`src/rtl/prd_pkg.sv`:
```
package prd_pkg;

   // Stages ahead of the extra output pipeline: address register and RAM output register.
   localparam int unsigned FIXED_STAGES = 2;
   // Largest address width accepted, which keeps the RAM to a sane size.
   localparam int unsigned MAX_ADDR_W   = 16;

   // Number of extra output registers for a given total read latency.
   function automatic int unsigned extra_stages(input int unsigned rd_lat);
      return (rd_lat < FIXED_STAGES) ? 0 : rd_lat - FIXED_STAGES;
   endfunction

endpackage

```
`src/rtl/prd_wr_ptr.sv`:
```
module prd_wr_ptr #(
   parameter int unsigned AW = 7
) (
   input  logic          clk,
   input  logic          rst,
   input  logic          adv,
   output logic [AW-1:0] ptr
);

   // Free-running write position; it wraps at 2^AW.
   always_ff @(posedge clk) begin
      if (rst)
         ptr <= '0;
      else if (adv)
         ptr <= AW'(ptr + 1'b1);
   end

endmodule

```
`src/rtl/prd_rd_addr.sv`:
```
module prd_rd_addr #(
   parameter int unsigned AW = 7
) (
   input  logic          clk,
   input  logic          rst,
   input  logic          adv,
   input  logic [AW-1:0] wr_ptr,
   input  logic [AW-1:0] delay,
   output logic [AW-1:0] rd_addr
);

   logic [AW-1:0] diff;

   // Modulo subtraction; the wrap of the ring is free in AW bits.
   assign diff = AW'(wr_ptr - delay);

   // The address is registered, so a delay of zero reads the word
   // written in the same cycle once the RAM sees it.
   always_ff @(posedge clk) begin
      if (rst)
         rd_addr <= '0;
      else if (adv)
         rd_addr <= diff;
   end

endmodule

```
`src/rtl/prd_sdp_ram.sv`:
```
module prd_sdp_ram #(
   parameter int unsigned DW = 16,
   parameter int unsigned AW = 7
) (
   input  logic          clk,
   input  logic          rst,
   input  logic          adv,
   input  logic [AW-1:0] wr_addr,
   input  logic [DW-1:0] wr_data,
   input  logic [AW-1:0] rd_addr,
   output logic [DW-1:0] rd_data
);

   localparam int unsigned DEPTH = 1 << AW;

   logic [DW-1:0] mem [DEPTH];

   // Write port; the array itself is not reset.
   always_ff @(posedge clk) begin
      if (adv)
         mem[wr_addr] <= wr_data;
   end

   // Registered read port. On an address collision it returns the old word.
   always_ff @(posedge clk) begin
      if (rst)
         rd_data <= '0;
      else if (adv)
         rd_data <= mem[rd_addr];
   end

endmodule

```
`src/rtl/prd_pipe.sv`:
```
module prd_pipe #(
   parameter int unsigned DW     = 16,
   parameter int unsigned STAGES = 1
) (
   input  logic          clk,
   input  logic          rst,
   input  logic          adv,
   input  logic [DW-1:0] d,
   output logic [DW-1:0] q
);

   generate
      if (STAGES == 0) begin : g_thru
         logic unused_ctl;
         assign unused_ctl = clk ^ rst ^ adv;
         assign q = d;
      end else begin : g_regs
         for (genvar s = 0; s < STAGES; s++) begin : g_stg
            logic [DW-1:0] r;
            logic [DW-1:0] nxt;
            if (s == 0) begin : g_first
               assign nxt = d;
            end else begin : g_next
               assign nxt = g_stg[s-1].r;
            end
            always_ff @(posedge clk) begin
               if (rst)
                  r <= '0;
               else if (adv)
                  r <= nxt;
            end
         end
         assign q = g_stg[STAGES-1].r;
      end
   endgenerate

endmodule

```
`src/rtl/prog_ram_delay.sv`:
```
module prog_ram_delay #(
   parameter int unsigned DATA_W    = 16,
   parameter int unsigned MAX_DELAY = 7,
   parameter int unsigned RD_LAT    = 5,
   parameter bit          USE_EN    = 1'b0
) (
   input  logic                 clk,
   input  logic                 rst,
   input  logic                 en,
   input  logic [DATA_W-1:0]    din,
   input  logic [MAX_DELAY-1:0] delay,
   output logic [DATA_W-1:0]    dout
);

   localparam int unsigned PIPE_STAGES = prd_pkg::extra_stages(RD_LAT);

   // Parameter checks at elaboration time.
   if (RD_LAT < prd_pkg::FIXED_STAGES) begin : g_bad_lat
      $error("prog_ram_delay: RD_LAT must be at least %0d", prd_pkg::FIXED_STAGES);
   end
   if (MAX_DELAY < 1 || MAX_DELAY > prd_pkg::MAX_ADDR_W) begin : g_bad_aw
      $error("prog_ram_delay: MAX_DELAY must lie in 1..%0d", prd_pkg::MAX_ADDR_W);
   end
   if (DATA_W < 1) begin : g_bad_dw
      $error("prog_ram_delay: DATA_W must be at least 1");
   end

   logic                 adv;
   logic [MAX_DELAY-1:0] wr_ptr;
   logic [MAX_DELAY-1:0] rd_addr;
   logic [DATA_W-1:0]    ram_q;

   // Choose the advance source.
   generate
      if (USE_EN) begin : g_en
         assign adv = en;
      end else begin : g_free
         logic unused_en;
         assign unused_en = en;
         assign adv = 1'b1;
      end
   endgenerate

   prd_wr_ptr #(
      .AW (MAX_DELAY)
   ) u_wr_ptr (
      .clk (clk),
      .rst (rst),
      .adv (adv),
      .ptr (wr_ptr)
   );

   prd_rd_addr #(
      .AW (MAX_DELAY)
   ) u_rd_addr (
      .clk     (clk),
      .rst     (rst),
      .adv     (adv),
      .wr_ptr  (wr_ptr),
      .delay   (delay),
      .rd_addr (rd_addr)
   );

   prd_sdp_ram #(
      .DW (DATA_W),
      .AW (MAX_DELAY)
   ) u_ram (
      .clk     (clk),
      .rst     (rst),
      .adv     (adv),
      .wr_addr (wr_ptr),
      .wr_data (din),
      .rd_addr (rd_addr),
      .rd_data (ram_q)
   );

   prd_pipe #(
      .DW     (DATA_W),
      .STAGES (PIPE_STAGES)
   ) u_pipe (
      .clk (clk),
      .rst (rst),
      .adv (adv),
      .d   (ram_q),
      .q   (dout)
   );

endmodule

```
`config.mk`:
```
export PLATFORM = sky130hd
export DESIGN_NAME = prog_ram_delay
export DESIGN_NICKNAME = d
export VERILOG_FILES = /design/src/rtl/prd_pkg.sv /design/src/rtl/prd_wr_ptr.sv /design/src/rtl/prd_rd_addr.sv /design/src/rtl/prd_sdp_ram.sv /design/src/rtl/prd_pipe.sv /design/src/rtl/prog_ram_delay.sv
export SDC_FILE = /design/constraint.sdc
export NUM_CORES = 2
export LEC_CHECK = 0
export ABC_AREA = 1
export BUFFER_PORTS_ARGS = -buffer_cell sky130_fd_sc_hd__buf_2
export CORE_MARGIN = 1.5
export CORE_UTILIZATION = 35
export DETAILED_ROUTE_END_ITERATION = 12
export HOLD_SLACK_MARGIN = 0.08
export PLACE_DENSITY_LB_ADDON = 0.08
export SYNTH_ARGS = -nofsm -noshare
export SYNTH_HDL_FRONTEND = slang
export SYNTH_SLANG_ARGS = --single-unit
```
`constraint.sdc`:
```
create_clock -name clk -period 2.6 [get_ports clk]
set_clock_uncertainty 0.15 [all_clocks]
set_input_delay 0.13 -clock clk [delete_from_list [all_inputs] [get_ports clk]]
set_output_delay 0.13 -clock clk [all_outputs]
set_load 0.005 [all_outputs]
```
==> results.md <==
- Endpoints failing setup: 0
- WHS Endpoint: u_ram.mem[102][6]
- First-pass GRT wire length: 392000 microns
- Drt initial violations: 4958
- CTS Buffer Depth: 3
- Cell variety after synth: 23
- Post-synthesis register bit count: 2126
- IO Port Bufs: 40
- Setup TNS: 0 ps
- CP arrival: 3170 ps
- Clock Power Share: 39.8%
- Core area: 241000 sq um
- Post-synth ARST share: 0%
- TritonCTS clock tree: yes
- Total grt overflow: 0
- Clk root buf: clkbuf_16
- Crit path kind: reg2reg
- Peak VDD IR: 0.583 mV
- R2R cell count: 12
- RR Startpoint: u_rd_addr.rd_addr[1]
- Post-synth EDFFs: 2048
- Max_cap viols: 0
- Synth top area share: 72.4%
- Post-Syn Area: 84900 sq um
- DR vias/cell: 5.10
- Drt drc: 0
- Measured slew at the worst slew-check pin: 1190 ps
- Synth Flop Type: edfxtp_1
- Post-route core utilization: 42.0%
- Critical Path End Type: flop
- Vias in the first global route: 53345
- Flop pwr share: 47.7%
- Combinational share of power: 12.5%
- Mapped Nets: 7134
- CP max stage cell: dfxtp_4
- Tmin final: 2560 ps
- Reg2Reg Setup Slack: 40 ps
- Drt pass-1 iters: 5
- Finished Cell Area: 101000 sq um
- Crit-path cells: buf_12 -> buf_16 -> buf_4 -> nand3_1 -> nand3_1 -> nand3_1 -> nand3_1 -> nand2_2 -> nand2_1 -> nand2_1 -> nor2_1 -> nor2_1
- Largest cells by area after synthesis: edfxtp_1 (72%), nand3_1 (11%), nand2_1 (9.9%), dfxtp_1 (1.8%), buf_2 (1.7%)
- Die width: 495 microns
- Min-Delay Path Class: in2reg
- RSZ-0062 raised after global routing: true
- Antenna violations before repair: 5
- Final hold vios: 0
- Sequential area share after synthesis: 74.3%
- Dpl hpwl: 165000 microns
- Routed WL: 275000 microns
- Ports: 42
- Critical path's top delay family: simple AND/OR/NAND/NOR gates
- Pwr/cell area: 784 nW/um^2
- Routability Congestion: 0.801
- Final period util: 98.5%
- Placed inst area: 92800 sq um
- Max incr delay on CP: 410 ps
- Status: finished, final reports clean
- P&R area growth vs syn: 19.1%
- FP Rows: 180
- Reg-to-reg endpoint: u_ram.rd_data[15]
- GR Util All Layers: 22.1%
- Max Clk Rate: 390 MHz
- Startpoint types: flop
- Die Span Y: 495 microns
- CP most frequent cell: nand3_1
- Wire per inst: 25.3 microns
- Sw Ratio: 26.1%
- Area leader, netlist: edfxtp_1
- Largest net degree at the start of global routing: 71
- Max Slew Vio Count: 0
- Total CTS buffers: 231
- Static leakage: 0.0360 uW
- Post-DRT Antenna Nets: 0
- Synth warn: 0
- Initial Utilization: 35.3%
- Clock latency on the worst-skew pair: 870 ps
- Htree depth: 4
- Hold path start: din[6]
- Syn Area/Cell: 12.0 sq um
- Sum of buffers and inverters on the critical path: 3
- Net switching power: 20700 uW
- Crit-path max FO: 25
- Via count: 55431
- Post-Syn Instances: 7100
- Relative slew slack: 20.6%
- Clk sinks: 2126
- Internal power: 58600 uW
- Layout cell share with drive strength beyond 1: 12.7%
- WP data required: 3210 ps
- # fillers: 22493
- Clock transition at path regs: 60 ps
- Hold depth: 2
- Final #Nets: 7508
- Die ar.: 246000 sq um
## power groups by stage
stage / clock, uW / combinational (uW) / sequential (uW)
3_5_place_dp: 0 / 9640 / 38500
6_report: 31600 / 9880 / 37800
5_1_grt: 33600 / 10600 / 37800
2_1_floorplan: 0 / 4590 / 38500
4_1_cts: 32200 / 9800 / 37800
3_3_place_gp: 0 / 9630 / 38500
## registers in the layout (all words and copies together) (netlist names)
signal                 count
u_ram.rd_data             16
u_pipe.q                  16
u_wr_ptr.ptr               7
u_rd_addr.rd_addr          7
u_pipe.g_regs.g_stg.r     32
u_ram.mem               2048
## worst reg2reg max path: cells and delay by family, from the launching register on
family / cells / cell delay [ps]
buf+inv: 3 / 770
simple gates: 9 / 1130
flops: 1 / 410
## what timing repair did
item | CTS | global route
gates cloned | 2 | 6
endpoints found under the setup margin | 41 | 33
endpoints found under the hold margin | 2126 | 0
pin swaps | 0 | 2
resized for setup | 16 | 76
hold buffers | 38 | 0
buffers inserted | 3 | 4
## area by class of cell
type                    instances  area (sq um)  area share (%)
flip-flops and latches       2126         63100            62.4
multi-input cells            4430         19500            19.3
repair buffers                605          6940            6.87
clock buffers                 320          6280            6.21
well taps                    3185          3990            3.94
clock inverters               108           950           0.939
inverters                      80           337           0.333
diodes                          6          15.0          0.0148
## how the worst max path moves through the flow
stage / start / slack, ps / depth (start not counted) / end
after CTS: u_rd_addr.rd_addr[0] / -0.07 / 14 / u_ram.rd_data[8]
after detailed placement: u_rd_addr.rd_addr[1] / -150 / 12 / u_ram.rd_data[11]
final: u_rd_addr.rd_addr[1] / 40 / 12 / u_ram.rd_data[15]
after global placement: u_rd_addr.rd_addr[0] / -160 / 13 / u_ram.rd_data[14]
after floorplan: u_wr_ptr.ptr[1] / 170 / 5 / u_ram.mem[103][0]
after global routing: u_rd_addr.rd_addr[0] / -6 / 14 / u_ram.rd_data[7]
## routing by layer
layer	global-route usage [%]	vias up	wire, microns
met5	0	-	0
met4	5.36	0	5990
met3	2.54	308	12500
met2	35.2	1325	129000
met1	32.1	27898	128000
li1	-	25900	-
## per-stage QoR
step           worst slack, ps  hold slack [ps]  instances  power, uW
4_1_cts                -0.0724             83.6      10846      79800
2_1_floorplan              169             78.9       7100      43100
6_report                  39.0              128      10860      79300
3_5_place_dp              -151              245      10375      48200
5_1_grt                  -6.33             98.5      10855      82000
3_3_place_gp              -165              249      10375      48200
## synth_stat cells, types with 2 or more instances
cell type and count:
buf_4 34, a21oi_1 9, ha_1 7, nand3_1 1945, dfxtp_1 78, nor2_1 222
nand2_1 2231, clkbuf_1 99, buf_1 34, o21ai_0 9, buf_6 17, edfxtp_1 2048
inv_2 2, buf_2 280, nor3_1 2, inv_1 76
## cell usage in the layout, fill, tap and decap left out, types with 3 or more instances in the layout
cell              n
inv_6             5
clkinvlp_4        4
buf_2            24
dlygate4sd3_1    38
clkinv_2         22
inv_16            3
clkinv_8          4
clkbuf_16       241
inv_1            73
inv_2             3
buf_12          145
edfxtp_1       2048
ha_1              7
nor2_2           28
a21oi_1           9
buf_6            26
clkinv_1         55
nor2_1          192
nand3_2          41
nand3_1        1904
nand2_1        2207
bufinv_16        10
clkbuf_1         77
buf_4           349
diode_2           6
clkinv_16         5
o21ai_0           9
dfxtp_1          72
clkbuf_8          8
buf_16           15
dfxtp_4           5
nand2_2          23
## kinds of logic (layout without fill, tap and decap cells)
family,Yosys count,after routing,share of synthesized area (%)
other,0,6,0
adder cells (fa/ha/maj),8,8,0.127
buffers and inverters,544,1113,3.12
XOR/XNOR,1,1,0.0103
AO/OA/AOI/OAI,21,21,0.134
AND/OR/NAND/NOR,4400,4400,22.3
flip-flops,2126,2126,74.3
(Power assumes the default switching activity.)
